--- src/rtl/bl_fade_pkg.sv ---
package bl_fade_pkg;

    localparam int LVL_W      = 5;
    localparam int RATE_W     = 2;
    localparam int IVL_W      = 6;
    localparam int MS_UNIT    = 8;
    localparam int RATE_CODES = 4;

    typedef logic [LVL_W-1:0] level_t;
    typedef logic [RATE_W-1:0] rate_t;
    typedef logic [IVL_W-1:0] ivl_t;

    typedef struct packed {
        level_t level;
        level_t target;
        logic   busy;
    } ramp_state_t;

    typedef struct packed {
        ivl_t ms;
        ivl_t ivl;
    } ivl_state_t;

    // Rate code 0 is the slowest interval; each code step removes one unit.
    function automatic ivl_t rate_to_ms(rate_t r);
        return IVL_W'((RATE_CODES - int'(r)) * MS_UNIT);
    endfunction

endpackage

--- src/rtl/bl_fade_tick.sv ---
module bl_fade_tick #(
    parameter int CLK_PER_MS = 250000
) (
    input  logic clk_i,
    input  logic rst_ni,
    input  logic clr_i,
    output logic tick_o
);
    localparam int PW = $clog2(CLK_PER_MS + 1);

    typedef struct packed {
        logic [PW-1:0] cnt;
    } tick_state_t;

    tick_state_t st_d, st_q;

    assign tick_o = (st_q.cnt == PW'(CLK_PER_MS - 1));

    always_comb begin
        st_d = st_q;
        if (clr_i) begin
            st_d.cnt = '0;
        end else if (tick_o) begin
            st_d.cnt = '0;
        end else begin
            st_d.cnt = st_q.cnt + PW'(1);
        end
    end

    always_ff @(posedge clk_i or negedge rst_ni) begin
        if (!rst_ni) begin
            st_q <= '0;
        end else begin
            st_q <= st_d;
        end
    end

endmodule

--- src/rtl/bl_fade_interval.sv ---
module bl_fade_interval
    import bl_fade_pkg::*;
(
    input  logic  clk_i,
    input  logic  rst_ni,
    input  logic  start_i,
    input  logic  busy_i,
    input  logic  tick_i,
    input  rate_t rate_i,
    output logic  step_o
);
    ivl_state_t st_d, st_q;

    assign step_o = busy_i && tick_i && (st_q.ms == st_q.ivl - IVL_W'(1));

    always_comb begin
        st_d = st_q;
        if (start_i || step_o) begin
            // New interval: restart the count and sample the rate.
            st_d.ms  = '0;
            st_d.ivl = rate_to_ms(rate_i);
        end else if (busy_i && tick_i) begin
            st_d.ms = st_q.ms + IVL_W'(1);
        end
    end

    always_ff @(posedge clk_i or negedge rst_ni) begin
        if (!rst_ni) begin
            st_q.ms  <= '0;
            st_q.ivl <= rate_to_ms('0);
        end else begin
            st_q <= st_d;
        end
    end

endmodule

--- src/rtl/bl_fade_ramp.sv ---
module bl_fade_ramp
    import bl_fade_pkg::*;
(
    input  logic   clk_i,
    input  logic   rst_ni,
    input  logic   wr_en_i,
    input  level_t wr_level_i,
    input  logic   fade_en_i,
    input  logic   step_i,
    output level_t level_o,
    output logic   busy_o,
    output logic   start_o
);
    ramp_state_t st_d, st_q;
    level_t      next_lvl;

    assign start_o = wr_en_i && !st_q.busy && fade_en_i && (wr_level_i != st_q.level);
    assign level_o = st_q.level;
    assign busy_o  = st_q.busy;

    always_comb begin
        st_d     = st_q;
        next_lvl = (st_q.level > st_q.target) ? st_q.level - LVL_W'(1)
                                              : st_q.level + LVL_W'(1);
        if (st_q.busy) begin
            if (!fade_en_i) begin
                st_d.level = st_q.target;
                st_d.busy  = 1'b0;
            end else if (step_i) begin
                st_d.level = next_lvl;
                if (next_lvl == st_q.target) begin
                    st_d.busy = 1'b0;
                end
            end
        end else if (wr_en_i) begin
            st_d.target = wr_level_i;
            if (!fade_en_i) begin
                st_d.level = wr_level_i;
            end else if (wr_level_i != st_q.level) begin
                st_d.busy = 1'b1;
            end
        end
    end

    always_ff @(posedge clk_i or negedge rst_ni) begin
        if (!rst_ni) begin
            st_q <= '0;
        end else begin
            st_q <= st_d;
        end
    end

endmodule

--- src/rtl/bl_fade_sinks.sv ---
module bl_fade_sinks
    import bl_fade_pkg::*;
#(
    parameter int NUM_SINKS = 4
) (
    input  level_t                       level_i,
    input  logic [NUM_SINKS-1:0]         en_i,
    output logic [NUM_SINKS*LVL_W-1:0]   sink_o
);
    for (genvar g = 0; g < NUM_SINKS; g++) begin : g_sink
        assign sink_o[g*LVL_W +: LVL_W] = en_i[g] ? level_i : '0;
    end

endmodule

--- src/rtl/bl_fade_ctrl.sv ---
module bl_fade_ctrl
    import bl_fade_pkg::*;
#(
    parameter int CLK_PER_MS = 250000,
    parameter int NUM_SINKS  = 4
) (
    input  logic                         clk_i,
    input  logic                         rst_ni,
    input  logic                         wr_en_i,
    input  logic [4:0]                   wr_level_i,
    input  logic                         fade_en_i,
    input  logic [1:0]                   rate_i,
    input  logic [NUM_SINKS-1:0]         sink_en_i,
    output logic [4:0]                   level_o,
    output logic                         busy_o,
    output logic [NUM_SINKS*5-1:0]       sink_level_o
);
    logic tick;
    logic start;
    logic step;

    bl_fade_tick #(.CLK_PER_MS(CLK_PER_MS)) tick_i (
        .clk_i  (clk_i),
        .rst_ni (rst_ni),
        .clr_i  (start),
        .tick_o (tick)
    );

    bl_fade_interval ivl_i (
        .clk_i   (clk_i),
        .rst_ni  (rst_ni),
        .start_i (start),
        .busy_i  (busy_o),
        .tick_i  (tick),
        .rate_i  (rate_i),
        .step_o  (step)
    );

    bl_fade_ramp ramp_i (
        .clk_i      (clk_i),
        .rst_ni     (rst_ni),
        .wr_en_i    (wr_en_i),
        .wr_level_i (wr_level_i),
        .fade_en_i  (fade_en_i),
        .step_i     (step),
        .level_o    (level_o),
        .busy_o     (busy_o),
        .start_o    (start)
    );

    bl_fade_sinks #(.NUM_SINKS(NUM_SINKS)) sinks_i (
        .level_i (level_o),
        .en_i    (sink_en_i),
        .sink_o  (sink_level_o)
    );

endmodule

--- config.mk ---
export PLATFORM = sky130hd
export DESIGN_NAME = bl_fade_ctrl
export DESIGN_NICKNAME = d
export VERILOG_FILES = /design/src/rtl/bl_fade_pkg.sv /design/src/rtl/bl_fade_tick.sv /design/src/rtl/bl_fade_interval.sv /design/src/rtl/bl_fade_ramp.sv /design/src/rtl/bl_fade_sinks.sv /design/src/rtl/bl_fade_ctrl.sv
export SDC_FILE = /design/constraint.sdc
export NUM_CORES = 1
export LEC_CHECK = 0
export ABC_AREA = 0
export BUFFER_PORTS_ARGS = -buffer_cell sky130_fd_sc_hd__buf_2
export CORE_ASPECT_RATIO = 0.7
export CORE_MARGIN = 8
export CORE_UTILIZATION = 37
export DETAILED_ROUTE_END_ITERATION = 10
export HOLD_SLACK_MARGIN = 0.02
export PLACE_DENSITY_LB_ADDON = 0.1
export SYNTH_ARGS = -nofsm -noshare
export SYNTH_HDL_FRONTEND = slang
export SYNTH_SLANG_ARGS = --single-unit
--- constraint.sdc ---
create_clock -name clk_i -period 2.65 [get_ports clk_i]
set_input_delay 0.265 -clock clk_i [delete_from_list [all_inputs] [get_ports clk_i]]
set_output_delay 0.265 -clock clk_i [all_outputs]
set_load 0.1 [all_outputs]
==> results of run 1 <==
[sequential cells by signal, summed over array words and instances (netlist names)]
name / cells
ramp_i.st_q: 5
tick_i.st_q: 18
ramp_i.busy_o: 1
ramp_i.level_o: 5
ivl_i.st_q: 9
[critical path, delay by kind of cell, from the launching register on]
kind / cells / cell delay, ns
adder cells (fa/ha/maj): 2 / 0.51
AND/OR/NAND/NOR: 2 / 0.40
XOR/XNOR: 2 / 0.32
flip-flops: 1 / 0.36
buffers and inverters: 1 / 0.08
AO/OA/AOI/OAI: 5 / 0.88
[synth_stat cells (6+ instances only)]
cell / n
a21oi_1: 7
and2_1: 21
buf_4: 6
dfrtp_1: 37
ha_1: 12
inv_1: 14
nand2_1: 16
nand3_1: 8
nand4_1: 8
nor2_1: 27
o21ai_0: 9
xnor2_1: 19
xor2_1: 16
[layer usage]
metal  vias up  wire length (um)  global-route usage (%)
met3         4               195                   3.179
met5         -                 0                       0
met1       891              3027                   18.15
li1        953                 -                       -
met4         0                45                   2.195
met2        25              2473                   18.53
[final cells by class]
type                    instances  area share (%)
flip-flops and latches         38           31.24
clock buffers                   6           2.706
multi-input cells             188           48.54
inverters                      14           1.722
clock inverters                 1          0.9840
repair buffers                 60           11.60
well taps                      78           3.198
[stage by stage]
step	hold slack, ns	total power (uW)	setup TNS, ns	instances
global placement	0.4379	2492	-0.1272	372
floorplan	-0.03059	2115	0	251
global route	0.1754	3478	-0.3976	385
CTS	0.1233	3073	0	382
finish	0.09039	3275	-0.03406	385
detailed placement	0.4470	2475	-0.1088	372
[worst paths after layout]
kind	from	endpoint	slack [ns]	cells after the start
setup reg to reg	ramp_i.st_q[5]	ramp_i.busy_o	-0.03	12
setup / recovery	ramp_i.st_q[5]	ramp_i.busy_o	-0.03	12
hold reg to reg	tick_i.st_q[0]	tick_i.st_q[0]	0.49	1
max in group asynchronous	rst_ni	ramp_i.level_o[4]	1.98	1
min in group clk_i	rate_i[0]	ivl_i.st_q[3]	0.21	3
hold / removal	rst_ni	ramp_i.st_q[5]	0.09	1
[power by group]
group	switching [uW]	leakage (uW)	internal (uW)
clock network	192	0.0000573	301
registers	81.5	0.000500	667
logic	1270	0.000909	759
total	1550	0.00147	1730
[logic make-up (layout without fill, tap and decap cells)]
family | count (synthesis) | after routing | synth area share, %
muxes | 6 | 6 | 2.648
AOI/OAI and AO/OA | 31 | 31 | 8.359
adders and majority gates | 13 | 13 | 7.061
and+or+nand+nor | 101 | 101 | 22.85
DFF | 38 | 38 | 39.51
buffers and inverters | 25 | 81 | 4.932
xor gates and xnor gates | 37 | 37 | 14.64
[timing repair]
action                                  in CTS  in global routing
hold buffers                                 0                  0
buffers inserted                             3                  3
endpoints found under the setup margin       2                  3
pin swaps                                    5                 15
hold endpoints to repair                     0                  0
resized for setup                            6                 13
==> impl_metrics.yaml, run 1 <==
floorplanning:
  initial_utilization_pct: 38.40
  fp-row-count: 24
  design.core.area_um2: 6276
  io_pins: 41
  floorplan.die_area_um2: 9393
  floorplan.die.width_um: 112.5
  die_y_um: 83.52
placed_design:
  gp_congestion: 0.8781
  dpl.hpwl_um: 4179
  placed_cell_area_um2: 2751
  numPortBuffers: 40
  dpl_worst_slack_ns: -0.08543
global_routing:
  grt_usage_pct: 12.59
  grt_remaining_overflow: 0
  via_count_of_the_first_global_routing_pass: 1889
  grt_antenna_before_repair: 0
  grt_first_pass_wirelength_um: 9666
  grt_max_degree: 39
sta:
  timing.final.crit_period_ns: 2.684
  fmax_mhz: 372.6
  slew_headroom_pct: 42.93
  min_period_over_period_pct: 101.3
  final_hold_violations: 0
  setup_slack_ns: -0.03406
  maxSlewViolCount: 0
  grt_setup_unrepaired: "true"
  final_clock_skew_ns: 0.005312
  max_slew.worst_pin.slew_ns: 0.8561
  finalSetupViolCount: 1
finish:
  final_layout_fill_cell_count: 589
  mostFrequentLayoutCell: "buf_2"
  final_nets: 335
  final_layout_size_suffix_gt1_share_pct: 31.60
  antenna_cells: 0
  multi_input_comb_area_um2: 1481
  area.growth.synth_to_final_pct: 26.64
  top_library_cells_by_usage_in_the_layout_fill_and_taps_aside: "buf_2 (40), dfrtp_1 (36), nor2_1 (27)"
  final_design_area_no_fill_um2: 3052
  layout.area.seq_um2: 953.4
  final_core_util_pct: 48.62
routing:
  drt_drc_violations_left: 0
  drt.antenna.violating_nets: 0
  totalWireLength_um: 5742
  detailroute.via_count: 1873
  vias_per_cell: 4.865
  drt_iter0_drc: 62
  drtPass1Iterations: 4
  drt-wirelength-per-cell_um: 14.91
clock_network:
  clk_root_buffer_cell: "clkbuf_8"
  max-clock-path-buffers: 2
  worstSkewPairLatency_ns: 0.28
  h-tree-depth: 2
  worst_setup_hold_path_clk_slew_ns: 0.07
  cts_num_sinks: 38
  cts-buffers-inserted: 5
  cts_tree: "built"
synthesis:
  syn-cell-area_um2: 2410
  postSynthNetCount: 279
  synthDominantAreaCellType: "dfrtp_1"
  yosys_register_bits: 38
  synthArstFlopShare_pct: 100.0
  synthCells: 251
  seq_area_frac_synth_pct: 39.51
  synth_top_flop_cell: "dfrtp_1"
  count_of_synthesis_stage_warnings_from_yosys: 0
  post-synth-top-area-fraction_pct: 38.42
  ys_top_cells_by_area: "dfrtp_1 (38%), xnor2_1 (6.9%), ha_1 (6.2%)"
  syn_area_per_cell_um2: 9.601
  number_of_enable_type_register_cells_in_the_synthesized_netlist: 0
  yosysUniqueCellTypes: 44
setup_path:
  criticalPathCategory: "flip-flop to flip-flop"
  cp_data_arrival_time_ns: 2.85
  crit_fanout: 4
  peak_per_stage_delay_on_the_critical_path_ns: 0.36
  worstSetupEndpointType: "flip-flop"
  critPathRequiredTime_ns: 2.82
  worstPathCellList: "inv_1, ha_4, nand4_1, o221ai_2, o21a_4, ha_1, a21o_1, a21oi_2, xnor2_2, xnor2_1, a311oi_1, or2_1"
  slowest_stage_cell_crit_path: "dfrtp_1"
  worstSetupStartpointType: "flip-flop"
power_and_ir_drop:
  leakagePower_uw: 0.001466
  worst_ir_drop_vdd_mv: 0.7171
  cellPowerDensity_nw_per_um2: 1073
run:
  drv.max_cap_violation_count: 0
min_path:
  min-delay-path-class: "primary input to async pin"
run_status:
  run_status: "finished, violations left"
  failing_checks: "setup timing"
(Power assumes the default switching activity.)
==> run 2: changes to the inputs <==
- CELL_PAD_IN_SITES_DETAIL_PLACEMENT: not set -> 0
- CELL_PAD_IN_SITES_GLOBAL_PLACEMENT: not set -> 1
==> run 2 against run 1 <==
  * The flow now finishes without violations
  * Total power decreased by 5.5%
  * Wire length rose by 2.2%
  * Critical path depth stayed put
  * Global-route usage up 0.24 points
  * Cell area shrank 2.6%
  * Register-to-register slack improved by 0.08 ns
  * Critical path type unchanged
==> impl_metrics.yaml, run 2 (same netlist as run 1, synthesis figures left out) <==
run_status:
  run_status: "completed"
clock_network:
  max-clock-path-buffers: 2
  clk_root_buffer_cell: "clkbuf_8"
  cts-buffers-inserted: 5
  h-tree-depth: 2
  cts_tree: "built"
  cts_num_sinks: 38
  cts_hold_bufs: 0
  worstSkewPairLatency_ns: 0.29
  worst_setup_hold_path_clk_slew_ns: 0.07
floorplanning:
  initial_utilization_pct: 38.40
  fp-row-count: 24
  floorplan.die.width_um: 112.5
  io_pins: 41
  design.core.area_um2: 6276
  die_y_um: 83.52
  floorplan.die_area_um2: 9393
placed_design:
  dpl.hpwl_um: 4267
  gp_congestion: 0.7914
  numPortBuffers: 40
  dpl_worst_slack_ns: -0.07778
  post-place-cells: 373
setup_path:
  cp_data_arrival_time_ns: 2.83
  crit_fanout: 4
  worstSetupEndpointType: "flip-flop"
  slowest_stage_cell_crit_path: "dfrtp_1"
  worstSetupStartpointType: "flip-flop"
  cp.buffers_inverters: 1
  critPathRequiredTime_ns: 2.88
  criticalPathCategory: "flip-flop to flip-flop"
  peak_per_stage_delay_on_the_critical_path_ns: 0.35
  worstPathCellList: "inv_1, ha_4, nand4_1, o221ai_1, o21a_2, ha_1, a21o_1, a21oi_2, xnor2_2, xnor3_1, a311oi_1, or2_1"
  critical_path.top_delay_family: "compound AO/OA/AOI/OAI gates"
global_routing:
  grt_max_degree: 39
  via_count_of_the_first_global_routing_pass: 1894
  grt_first_pass_wirelength_um: 9687
  grt_usage_pct: 12.82
  grt_antenna_before_repair: 0
  grt_remaining_overflow: 0
routing:
  drt.antenna.violating_nets: 0
  drt_iter0_drc: 51
  detailroute.via_count: 1862
  vias_per_cell: 4.836
  totalWireLength_um: 5868
  drt_drc_violations_left: 0
  drt-wirelength-per-cell_um: 15.24
  drtPass1Iterations: 4
finish:
  area.growth.synth_to_final_pct: 23.36
  largest-register: "tick_i.st_q"
  mostFrequentLayoutCell: "buf_2"
  final_nets: 334
  largest_reg_flops: 18
  final_layout_fill_cell_count: 600
  top_regs: "tick_i.st_q x18, ivl_i.st_q x9"
  finished_layout_cells: 385
  top_library_cells_by_usage_in_the_layout_fill_and_taps_aside: "buf_2 (40), dfrtp_1 (36), nor2_1 (27)"
  antenna_cells: 0
  final_layout_size_suffix_gt1_share_pct: 29.97
sta:
  maxSlewViolCount: 0
  slew_headroom_pct: 41.40
  final_clock_skew_ns: 0.005233
  max_slew.worst_pin.slew_ns: 0.8791
  fin_setup_tns_ns: 0
  fmax_mhz: 384.3
  min_period_over_period_pct: 98.19
  whs_ns: 0.09290
  grt_setup_unrepaired: "true"
  final_hold_violations: 0
  finalSetupViolCount: 0
  setup_slack_ns: 0.04796
  timing.final.crit_period_ns: 2.602
power_and_ir_drop:
  power.share.combinational_pct: 60.8
  power_share_of_the_sequential_group_pct: 24.1
  worst_ir_drop_vdd_mv: 0.6849
  pwr-share-clk_pct: 15.1
  net-switching-power_uw: 1505
  switching_share_pct: 48.60
  cellPowerDensity_nw_per_um2: 1042
  power.internal_uw: 1591
  power_uw: 3096
  leakagePower_uw: 0.001452
min_path:
  min-delay-path-class: "primary input to async pin"
run:
  drv.max_cap_violation_count: 0
-- run 2: metrics by stage --
stage	area (um2)	util (%)
floorplan	2415	-
global placement	2759	43.96
detailed placement	2759	43.96
CTS	2908	46.33
global route	2973	47.37
finish	2973	47.37
-- run 2: worst reg2reg max path, delay by kind of cell (launching register included) --
kind	cells	cell delay [ns]
compound gates	5	0.97
flops	1	0.35
simple gates	2	0.24
fa+ha+maj	2	0.53
xor+xnor	2	0.38
buf+inv	1	0.08
-- run 2: final timing paths --
kind / startpoint / to / slack [ns] / cells past startpoint
worst min register to register: tick_i.st_q[0] / tick_i.st_q[0] / 0.49 / 1
worst max register to register: ramp_i.st_q[3] / ramp_i.busy_o / 0.05 / 12
worst max-delay path: ramp_i.st_q[3] / ramp_i.busy_o / 0.05 / 12
min in group clk_i: rate_i[0] / ivl_i.st_q[3] / 0.20 / 3
max in group asynchronous: rst_ni / ramp_i.level_o[4] / 1.96 / 1
worst min-delay path: rst_ni / ramp_i.st_q[1] / 0.09 / 1
-- run 2: final cells by class --
type / count / area, um2 / area share, %
timing repair buffer: 59 / 342.8 / 11.53
clock buffer: 8 / 110.1 / 3.704
tap: 78 / 97.59 / 3.283
multi-input combinational: 188 / 1416 / 47.64
sequential: 38 / 953.4 / 32.07
inverter: 14 / 52.55 / 1.768
-- run 2: power by group through the flow --
stage / clock, uW / sequential, uW / combinational, uW
after floorplan: 0 / 784 / 1330
after global placement: 0 / 746 / 1730
after detailed placement: 0 / 746 / 1720
after CTS: 488 / 737 / 1810
after global routing: 514 / 758 / 2030
final: 468 / 745 / 1880
-- run 2: per-layer routing --
metal | vias up | part of all wire [%] | GRT usage [%]
li1 | 952 | - | -
met1 | 878 | 56 | 19.04
met2 | 27 | 40 | 17.38
met3 | 5 | 3.5 | 3.468
met4 | 0 | 0.78 | 3.659
met5 | - | 0 | 0
-- run 2: timing repair --
item                                    CTS  global route
pin swaps                                 3             5
endpoints found under the setup margin    1             3
gates cloned                              0             0
buffers inserted                          1             3
gates resized for setup                   4             7
==> run 3: changes to the inputs <==
- BUFFER_PORTS_ARGS: -buffer_cell sky130_fd_sc_hd__buf_2 -> not set
- DONT_BUFFER_PORTS: not set -> 1
- GPL_ROUTABILITY_DRIVEN: not set -> 0
==> run 3 against run 2 <==
  * Highest routed layer unchanged
  * Largest power group unchanged
  * Largest cell class unchanged
  * Critical path type unchanged
  * The flow now finishes with violations (setup timing)
  * Clock skew increased by 0.0016 ns
  * Die area did not move
  * Maximum frequency fell by 2.4%
  * Critical path depth fell by 1
  * Sequential power grew 0.5%
  * Setup slack worse by 0.065 ns
  * Critical endpoint unchanged
==> impl_metrics.yaml, run 3 (same netlist as run 1, synthesis figures left out) <==
global_routing:
  grt.busiest_layer: "met1"
  via_count_of_the_first_global_routing_pass: 1826
  met2_usage_pct: 17.22
  grt_remaining_overflow: 0
  grt_first_pass_wirelength_um: 9646
  grt_antenna_before_repair: 0
  met3_usage_pct: 3.396
  grt_usage_pct: 12.66
  global_route.usage.met1_pct: 18.74
  grt_max_degree: 39
placed_design:
  dpl.hpwl_um: 4158
  numPortBuffers: 0
  dpl_worst_slack_ns: -0.07221
  post-place-cells: 353
finish:
  final_nets: 314
  finished_layout_cells: 365
  final_layout_size_suffix_gt1_share_pct: 26.83
  mostFrequentLayoutCell: "buf_4"
  largest_reg_flops: 18
  top_regs: "tick_i.st_q x18, ivl_i.st_q x9"
  top_library_cells_by_usage_in_the_layout_fill_and_taps_aside: "buf_4 (37), dfrtp_1 (36), nor2_1 (27)"
  largest-register: "tick_i.st_q"
  antenna_cells: 0
  area.growth.synth_to_final_pct: 25.13
routing:
  detailroute.via_count: 1803
  drt_iter0_drc: 62
  drt-wirelength-per-cell_um: 15.65
  drtPass1Iterations: 5
  drt.antenna.violating_nets: 0
  vias_per_cell: 4.940
  totalWireLength_um: 5714
  drt_drc_violations_left: 0
setup_path:
  worstPathCellList: "ha_4, nand4_1, o221ai_2, o21a_2, ha_4, a21o_1, a21oi_2, xnor2_2, xnor3_1, a311oi_2, or2_1"
  crit_fanout: 4
  cp_data_arrival_time_ns: 2.90
  critical_path.top_delay_family: "compound AO/OA/AOI/OAI gates"
  worstSetupEndpointType: "flip-flop"
  worstSetupStartpointType: "flip-flop"
  worst_r2r_endpoint: "ramp_i.busy_o"
  cp.buffers_inverters: 0
  peak_per_stage_delay_on_the_critical_path_ns: 0.44
  reg2reg_slack_ns: -0.02
  critPathRequiredTime_ns: 2.88
  criticalPathCategory: "flip-flop to flip-flop"
  worst-r2r-cell-count: 11
  critPathMostFrequentCell: "ha_4"
  worst_r2r_startpoint: "ramp_i.level_o[4]"
  slowest_stage_cell_crit_path: "dfrtp_2"
sta:
  grt_setup_unrepaired: "true"
  slew_headroom_pct: 59.98
  min_period_over_period_pct: 100.7
  setup_slack_ns: -0.01725
  final_clock_skew_ns: 0.006797
  max_slew.worst_pin.slew_ns: 0.6003
  timing.final.crit_period_ns: 2.667
  whs_ns: 0.09042
  finalSetupViolCount: 1
  final_hold_violations: 0
  maxSlewViolCount: 0
  fmax_mhz: 374.9
clock_network:
  max-clock-path-buffers: 2
  worstSkewPairLatency_ns: 0.29
  cts-buffers-inserted: 5
  h-tree-depth: 2
  cts_tree: "built"
  clk_root_buffer_cell: "clkbuf_8"
  cts_num_sinks: 38
  worst_setup_hold_path_clk_slew_ns: 0.08
min_path:
  hold_path_end: "ramp_i.st_q[5]"
  min-delay-path-class: "primary input to flip-flop"
  holdCritStartpoint: "wr_level_i[4]"
  instance_count_along_the_most_critical_hold_path: 2
run_status:
  failing_checks: "setup timing"
  run_status: "finished, violations left"
power_and_ir_drop:
  cellPowerDensity_nw_per_um2: 1103
  worst_ir_drop_vdd_mv: 0.6886
  leakagePower_uw: 0.001396
  power_uw: 3327
floorplanning:
  die_y_um: 83.52
  floorplan.die.width_um: 112.5
  initial_utilization_pct: 38.40
  fp-row-count: 24
  io_pins: 41
  floorplan.die_area_um2: 9393
  design.core.area_um2: 6276
run:
  drv.max_cap_violation_count: 0
[run 3: timing repair]
item                                    4_1_cts  5_1_grt
pin swaps                                     2        9
endpoints found under the setup margin        3        3
hold buffers                                  2        0
hold endpoints to repair                     38        0
resized for setup                             2       16
gates cloned                                  0        0
setup buffers                                 1        1
[run 3: worst max path at each step]
| stage | slack [ns] | end | start | cells past startpoint |
|---|---|---|---|---|
| 3_3_place_gp | 0.01 | ramp_i.busy_o | ramp_i.level_o[4] | 11 |
| 4_1_cts | 0.008 | ramp_i.busy_o | ramp_i.st_q[3] | 12 |
| 2_1_floorplan | 0.0007 | ramp_i.busy_o | ramp_i.level_o[1] | 11 |
| 3_5_place_dp | -0.07 | ramp_i.busy_o | ramp_i.level_o[4] | 11 |
| 5_1_grt | -0.17 | ramp_i.busy_o | ramp_i.st_q[5] | 12 |
| 6_report | -0.02 | ramp_i.busy_o | ramp_i.level_o[4] | 11 |
[run 3: power by group]
group          total, uW  internal (uW)  switching [uW]
Combinational       1960            731            1230
Clock                614            402             213
Sequential           749            667            82.3
[run 3: worst register-to-register path, delay by kind of cell (launching register included)]
kind | cells | cell delay [ns]
compound gates | 5 | 1.00
xor+xnor | 2 | 0.39
fa+ha+maj | 2 | 0.52
flops | 1 | 0.44
simple gates | 2 | 0.27
[run 3: per-stage QoR]
| step | TNS, ns | area, um2 | utilization [%] |
|---|---|---|---|
| after floorplan | 0 | 2415 | - |
| after global placement | 0 | 2709 | 43.16 |
| after detailed placement | -0.09487 | 2709 | 43.16 |
| after CTS | 0 | 2905 | 46.29 |
| after global routing | -0.3611 | 3015 | 48.05 |
| final | -0.01725 | 3015 | 48.05 |
[run 3: final cells by class]
class	count	area (um2)
inverter	14	52.55
sequential	38	953.4
timing repair buffer	39	307.8
tap	78	97.59
multi-input combinational	188	1461
clock buffer	6	82.58
fill	592	3261
clock inverter	2	60.06
[run 3: metal layers]
layer | part of all wire, % | wire, um | up-vias
li1 | - | - | 911
met1 | 54 | 3064 | 850
met2 | 41 | 2328 | 35
met3 | 4.5 | 259 | 7
met4 | 1.1 | 62 | 0
met5 | 0 | 0 | -
